[config.mk]
export PLATFORM = sky130hd
export DESIGN_NAME = pc_delay_seq
export DESIGN_NICKNAME = d
export VERILOG_FILES = /design/src/rtl/pcseq_pkg.sv /design/src/rtl/pcseq_ctrl.sv /design/src/rtl/pcseq_dpath.sv /design/src/rtl/pc_delay_seq.sv
export SDC_FILE = /design/constraint.sdc
export NUM_CORES = 1
export LEC_CHECK = 0
export ABC_AREA = 1
export BUFFER_PORTS_ARGS = -buffer_cell sky130_fd_sc_hd__buf_4
export CAP_MARGIN = 20
export CORE_AREA = 5 5 163 165
export DETAILED_ROUTE_END_ITERATION = 6
export DIE_AREA = 0 0 168 170
export GPL_TIMING_DRIVEN = 0
export PLACE_DENSITY = 0.58
export SETUP_SLACK_MARGIN = 0.02
export SLEW_MARGIN = 20
export SYNTH_ARGS = -nofsm -noshare
export SYNTH_HDL_FRONTEND = slang
export SYNTH_SLANG_ARGS = --single-unit
[constraint.sdc]
create_clock -name clk -period 6.9 [get_ports clk]
set_clock_uncertainty 0.05 [all_clocks]
set_input_delay 1.38 -clock clk [delete_from_list [all_inputs] [get_ports clk]]
set_output_delay 1.38 -clock clk [all_outputs]
set_load 0.01 [all_outputs]
[src/rtl/pcseq_pkg.sv]
package pcseq_pkg;

  typedef enum logic [3:0] {
    XK_NONE      = 4'd0,
    XK_EQ        = 4'd1,
    XK_NE        = 4'd2,
    XK_LEZ       = 4'd3,
    XK_GTZ       = 4'd4,
    XK_SIGN      = 4'd5,
    XK_JUMP      = 4'd6,
    XK_JUMP_LINK = 4'd7,
    XK_JREG      = 4'd8,
    XK_JREG_LINK = 4'd9
  } xfer_kind_e;

  typedef enum logic [1:0] {
    TGT_REL = 2'd0,
    TGT_ABS = 2'd1,
    TGT_REG = 2'd2
  } tgt_sel_e;

  typedef struct packed {
    logic     advance;
    logic     capture;
    tgt_sel_e tgtSel;
  } seq_strobe_t;

endpackage

[src/rtl/pcseq_ctrl.sv]
module pcseq_ctrl
  import pcseq_pkg::*;
#(
  parameter int XLEN      = 32,
  parameter int REG_IDX_W = 5,
  parameter int LINK_REG  = 31
) (
  input  logic                 clk,
  input  logic                 rstN,
  input  logic                 stepEn,
  input  logic [3:0]           xferKind,
  input  logic [REG_IDX_W-1:0] rtField,
  input  logic [XLEN-1:0]      srcVal,
  input  logic [XLEN-1:0]      cmpVal,
  input  logic [REG_IDX_W-1:0] linkDest,
  output seq_strobe_t          strb,
  output logic                 branchTaken,
  output logic                 linkWrEn,
  output logic [REG_IDX_W-1:0] linkWrIdx
);

  localparam logic [REG_IDX_W-2:0] SIGN_LINK_HI = (REG_IDX_W-1)'(1) << (REG_IDX_W-2);
  localparam logic [REG_IDX_W-1:0] LINK_IDX     = REG_IDX_W'(LINK_REG);

  xfer_kind_e           kind;
  logic                 pendingQ;
  logic                 isXfer;
  logic                 condMet;
  logic                 linkReq;
  logic [REG_IDX_W-1:0] idxSel;
  tgt_sel_e             tgtSel;
  logic                 srcNeg;
  logic                 srcZero;
  logic                 active;

  assign kind    = xfer_kind_e'(xferKind);
  assign srcNeg  = srcVal[XLEN-1];
  assign srcZero = (srcVal == '0);
  assign active  = stepEn && !pendingQ;

  always_comb begin
    isXfer  = 1'b0;
    condMet = 1'b0;
    linkReq = 1'b0;
    idxSel  = LINK_IDX;
    tgtSel  = TGT_REL;
    case (kind)
      XK_EQ: begin
        isXfer  = 1'b1;
        condMet = (srcVal == cmpVal);
      end
      XK_NE: begin
        isXfer  = 1'b1;
        condMet = (srcVal != cmpVal);
      end
      XK_LEZ: begin
        isXfer  = 1'b1;
        condMet = srcNeg || srcZero;
      end
      XK_GTZ: begin
        isXfer  = 1'b1;
        condMet = !srcNeg && !srcZero;
      end
      XK_SIGN: begin
        isXfer  = 1'b1;
        condMet = rtField[0] ? !srcNeg : srcNeg;
        linkReq = (rtField[REG_IDX_W-1:1] == SIGN_LINK_HI);
      end
      XK_JUMP: begin
        isXfer  = 1'b1;
        condMet = 1'b1;
        tgtSel  = TGT_ABS;
      end
      XK_JUMP_LINK: begin
        isXfer  = 1'b1;
        condMet = 1'b1;
        linkReq = 1'b1;
        tgtSel  = TGT_ABS;
      end
      XK_JREG: begin
        isXfer  = 1'b1;
        condMet = 1'b1;
        tgtSel  = TGT_REG;
      end
      XK_JREG_LINK: begin
        isXfer  = 1'b1;
        condMet = 1'b1;
        linkReq = 1'b1;
        idxSel  = linkDest;
        tgtSel  = TGT_REG;
      end
      default: begin
        isXfer = 1'b0;
      end
    endcase
  end

  always_comb begin
    strb.advance = stepEn;
    strb.capture = active && isXfer && condMet;
    strb.tgtSel  = tgtSel;
  end

  assign branchTaken = active && isXfer && condMet;
  assign linkWrEn    = active && linkReq && (idxSel != '0);
  assign linkWrIdx   = idxSel;

  always_ff @(posedge clk) begin
    if (!rstN) begin
      pendingQ <= 1'b0;
    end else if (stepEn) begin
      pendingQ <= active && isXfer && condMet;
    end
  end

endmodule

[src/rtl/pcseq_dpath.sv]
module pcseq_dpath
  import pcseq_pkg::*;
#(
  parameter int XLEN     = 32,
  parameter int OFF_W    = 16,
  parameter int IDX_W    = 26,
  parameter int RESET_PC = 0
) (
  input  logic             clk,
  input  logic             rstN,
  input  seq_strobe_t      strb,
  input  logic [XLEN-1:0]  srcVal,
  input  logic [OFF_W-1:0] brOffset,
  input  logic [IDX_W-1:0] jumpIndex,
  output logic [XLEN-1:0]  fetchAddr,
  output logic [XLEN-1:0]  linkWrData
);

  localparam int            SEXT_W  = XLEN - OFF_W - 2;
  localparam int            HI_W    = XLEN - IDX_W - 2;
  localparam logic [XLEN-1:0] WORD  = XLEN'(4);
  localparam logic [XLEN-1:0] PAIR  = XLEN'(8);
  localparam logic [XLEN-1:0] PC0   = XLEN'(RESET_PC);

  logic [XLEN-1:0] pcQ;
  logic [XLEN-1:0] nextPcQ;
  logic [XLEN-1:0] relTgt;
  logic [XLEN-1:0] absTgt;
  logic [XLEN-1:0] tgt;

  assign relTgt = nextPcQ + {{SEXT_W{brOffset[OFF_W-1]}}, brOffset, 2'b00};
  assign absTgt = {nextPcQ[XLEN-1 -: HI_W], jumpIndex, 2'b00};

  always_comb begin
    case (strb.tgtSel)
      TGT_ABS: tgt = absTgt;
      TGT_REG: tgt = srcVal;
      default: tgt = relTgt;
    endcase
  end

  always_ff @(posedge clk) begin
    if (!rstN) begin
      pcQ     <= PC0;
      nextPcQ <= PC0 + WORD;
    end else if (strb.advance) begin
      pcQ <= nextPcQ;
      if (strb.capture) begin
        nextPcQ <= tgt;
      end else begin
        nextPcQ <= nextPcQ + WORD;
      end
    end
  end

  assign fetchAddr  = pcQ;
  assign linkWrData = pcQ + PAIR;

endmodule

[src/rtl/pc_delay_seq.sv]
module pc_delay_seq
  import pcseq_pkg::*;
#(
  parameter int XLEN      = 32,
  parameter int OFF_W     = 16,
  parameter int IDX_W     = 26,
  parameter int REG_IDX_W = 5,
  parameter int LINK_REG  = 31,
  parameter int RESET_PC  = 0
) (
  input  logic                 clk,
  input  logic                 rstN,
  input  logic                 stepEn,
  input  logic [3:0]           xferKind,
  input  logic [REG_IDX_W-1:0] rtField,
  input  logic [XLEN-1:0]      srcVal,
  input  logic [XLEN-1:0]      cmpVal,
  input  logic [OFF_W-1:0]     brOffset,
  input  logic [IDX_W-1:0]     jumpIndex,
  input  logic [REG_IDX_W-1:0] linkDest,
  output logic [XLEN-1:0]      fetchAddr,
  output logic                 branchTaken,
  output logic                 linkWrEn,
  output logic [REG_IDX_W-1:0] linkWrIdx,
  output logic [XLEN-1:0]      linkWrData
);

  seq_strobe_t strb;

  pcseq_ctrl #(
    .XLEN(XLEN), .REG_IDX_W(REG_IDX_W), .LINK_REG(LINK_REG)
  ) u_ctrl (
    .clk(clk), .rstN(rstN), .stepEn(stepEn), .xferKind(xferKind),
    .rtField(rtField), .srcVal(srcVal), .cmpVal(cmpVal), .linkDest(linkDest),
    .strb(strb), .branchTaken(branchTaken), .linkWrEn(linkWrEn),
    .linkWrIdx(linkWrIdx)
  );

  pcseq_dpath #(
    .XLEN(XLEN), .OFF_W(OFF_W), .IDX_W(IDX_W), .RESET_PC(RESET_PC)
  ) u_dpath (
    .clk(clk), .rstN(rstN), .strb(strb), .srcVal(srcVal),
    .brOffset(brOffset), .jumpIndex(jumpIndex),
    .fetchAddr(fetchAddr), .linkWrData(linkWrData)
  );

endmodule

==> run metrics <==
average size of a mapped cell slightly below 6 um2; Synth area leaders nand2_1 (21%), dfxtp_1 (18%), inv_1 (8.3%); Syn Nets 1435; asr flop ratio synth 0; Layout area overhead 29.75%; Yosys warning count 0; RSZ-0062 raised after global routing no; clock sinks 65; post-synth cell types 47; Die Y around 170 um; largest area contributor in the netlist nand2_1; Leak 0.004937 uW; crit start category input pin; final core utilization 0.3845; Worst Hold Slack 0.4165 ns; post-synthesis instance total approximately 1.3k; crit path DAT roughly 3 ns; layout cell share with drive strength beyond 1 0.1867; CP max FO 10; Max transition margin 0.4900; sequential element share of the synthesized area 0.1764; final period utilization 0.6436; Filler cells 2769; Syn Std Cell Area 7377 um2; critical path required time 5.47 ns; Post-synth EDFFs 0; CTS tree done; CTS Hold Bufs 0; Max VDD drop 0.1220 mV; vias in the first global route ~8.6k; Pwr per Cell Area between 100 and 150 nW/um2; Sum Neg Setup Slack 0 ns; CTS Buf Count 9; critical path capture point type primary output; Pwr Total 1425 uW; CP Class input pin to primary output; max-slew violations 0; status complete, no violations; hpwl dp 24.59 mm; GRT Residual Overflow 0; WL final 28.71 mm; worst skew pair latency 0.33 ns; clock buffer depth 2; post-route ant nets 0; top_reg_cell synth dfxtp_1; MaxCap Viol Count 0; Final setup viols 0; DR iter-0 viols 584; final hold vios 0; IO Pins 194; Worst-path clk slew 0.05 ns; largest net degree at the start of global routing 16; Die Wd 168 um; min Tclk post-route 4.441 ns; Worst Tran Pin Value 0.7650 ns; NumNets Final 1639; drt wl/cell between 15 and 20 um; Max H-tree Level 3; core box area 24890 um2; Post-CTS Setup Bufs 0; Cell Rows 58; Remaining DRCs 0; Die Area ~29000 um2; Root Buffer clkbuf_16; Yosys top cell area share 0.2107; initial core utilization 0.2964; HP Class flop to flop; Antenna Cells 0; vias per cell ~4.8; gpl congestion 0.9388; fmax 0.2252 GHz; Pre-Repair DR Iteration Count 5; IO buf count 193; Yosys reg bits between 60 and 70; initial antenna violation count 0; Tot GR Track Use 0.1965; first-pass GRT wire length 45.33 mm; post-cts resize count 0; routed vias 8773
==> cells in the mapped netlist, types with 7 or more instances <==
library cell / number
nand2_1: 414
inv_1: 164
nor2_1: 131
a21oi_1: 78
nand3_1: 78
dfxtp_1: 65
o21ai_0: 50
xor2_1: 50
ha_1: 34
xnor2_1: 25
clkbuf_1: 24
nand4_1: 21
nor3_1: 16
a22oi_1: 15
inv_2: 11
nor2_2: 8
buf_2: 7
nor3_2: 7
==> critical path: stages <==
cell,delay [ns]
buf_4,0.14
inv_2,0.07
nand2_1,0.05
nand2_1,0.08
nand2_1,0.06
nor2_1,0.10
nand2_1,0.06
nor2_2,0.18
nand2_1,0.07
nand2_1,0.07
nand2_2,0.09
a21oi_4,0.32
buf_6,0.20
buf_4,0.13
==> area by class of cell <==
class | instances | area (um2) | share of cell area
Multi-Input combinational cell | 998 | 5230 | 0.5464
Clock inverter | 3 | 90.09 | 0.009412
Tap cell | 330 | 412.9 | 0.04314
Timing Repair Buffer | 193 | 1449 | 0.1514
Clock buffer | 11 | 242.7 | 0.02536
Inverter | 177 | 664.4 | 0.06941
Sequential cell | 65 | 1301 | 0.1359
Buffer | 37 | 181.4 | 0.01895
==> flip-flops by register name, indices dropped and copies added, names as in the netlist <==
register and flops:
u_dpath.fetchAddr 32, u_ctrl.pendingQ 1, u_dpath.nextPcQ 32
==> power by group <==
| part | total [uW] | leakage (uW) | internal, uW | switching (uW) |
|---|---|---|---|---|
| combinational | 469 | 0.00424 | 194 | 275 |
| clock | 520 | 0.000162 | 359 | 162 |
| sequential | 435 | 0.000535 | 399 | 36.4 |
| total | 1420 | 0.00494 | 952 | 473 |
==> placed cells by master (no fill, tap or decap), drive strengths merged, types with 3 or more instances in the layout <==
master  instances
ha             34
o21ai          54
a21oi          80
nor4            5
nand4          23
or2             6
nand3          83
a22oi          15
nor3           27
bufinv          3
nand3b          6
buf           206
clkbuf         35
nand2         422
nor2          141
dfxtp          65
inv           175
a31oi           7
xor2           50
o21bai          4
xnor2          25
and2            4
a221oi          3
==> cells by family after synthesis <==
logic type / synth area share
adders and majority gates: 0.06038
and+or+nand+nor: 0.4298
xor gates and xnor gates: 0.08904
DFF: 0.1764
buffers and inverters: 0.1147
AOI/OAI and AO/OA: 0.1297
==> stage by stage <==
stage          cell area [um2]  setup slack (ns)  instances
4_1_cts                   9572             2.429       1814
5_1_grt                   9572             2.299       1814
3_5_place_dp              9239             2.435       1800
3_3_place_gp              9239             2.429       1800
2_1_floorplan             7377             2.939       1277
6_report                  9572             2.459       1814
==> per-layer routing <==
metal | up-vias | GRT usage | wire length [um]
li1 | 4489 | - | -
met1 | 3939 | 0.2513 | 12570
met2 | 305 | 0.3415 | 13500
met3 | 40 | 0.03577 | 1867
met4 | 0 | 0.05187 | 765
met5 | - | 0 | 0
==> worst paths after layout <==
path,start,end,slack [ns],depth (start not counted)
max reg2reg,u_dpath.nextPcQ[2]$_SDFFE_PN1P_,u_dpath.nextPcQ[20]$_SDFFE_PN0P_,4.25,16
min,u_dpath.nextPcQ[0]$_SDFFE_PN0P_,u_dpath.nextPcQ[0]$_SDFFE_PN0P_,0.42,2
min reg2reg,u_dpath.nextPcQ[0]$_SDFFE_PN0P_,u_dpath.nextPcQ[0]$_SDFFE_PN0P_,0.42,2
max,srcVal[31],branchTaken,2.46,14
(Power assumes the default switching activity.)
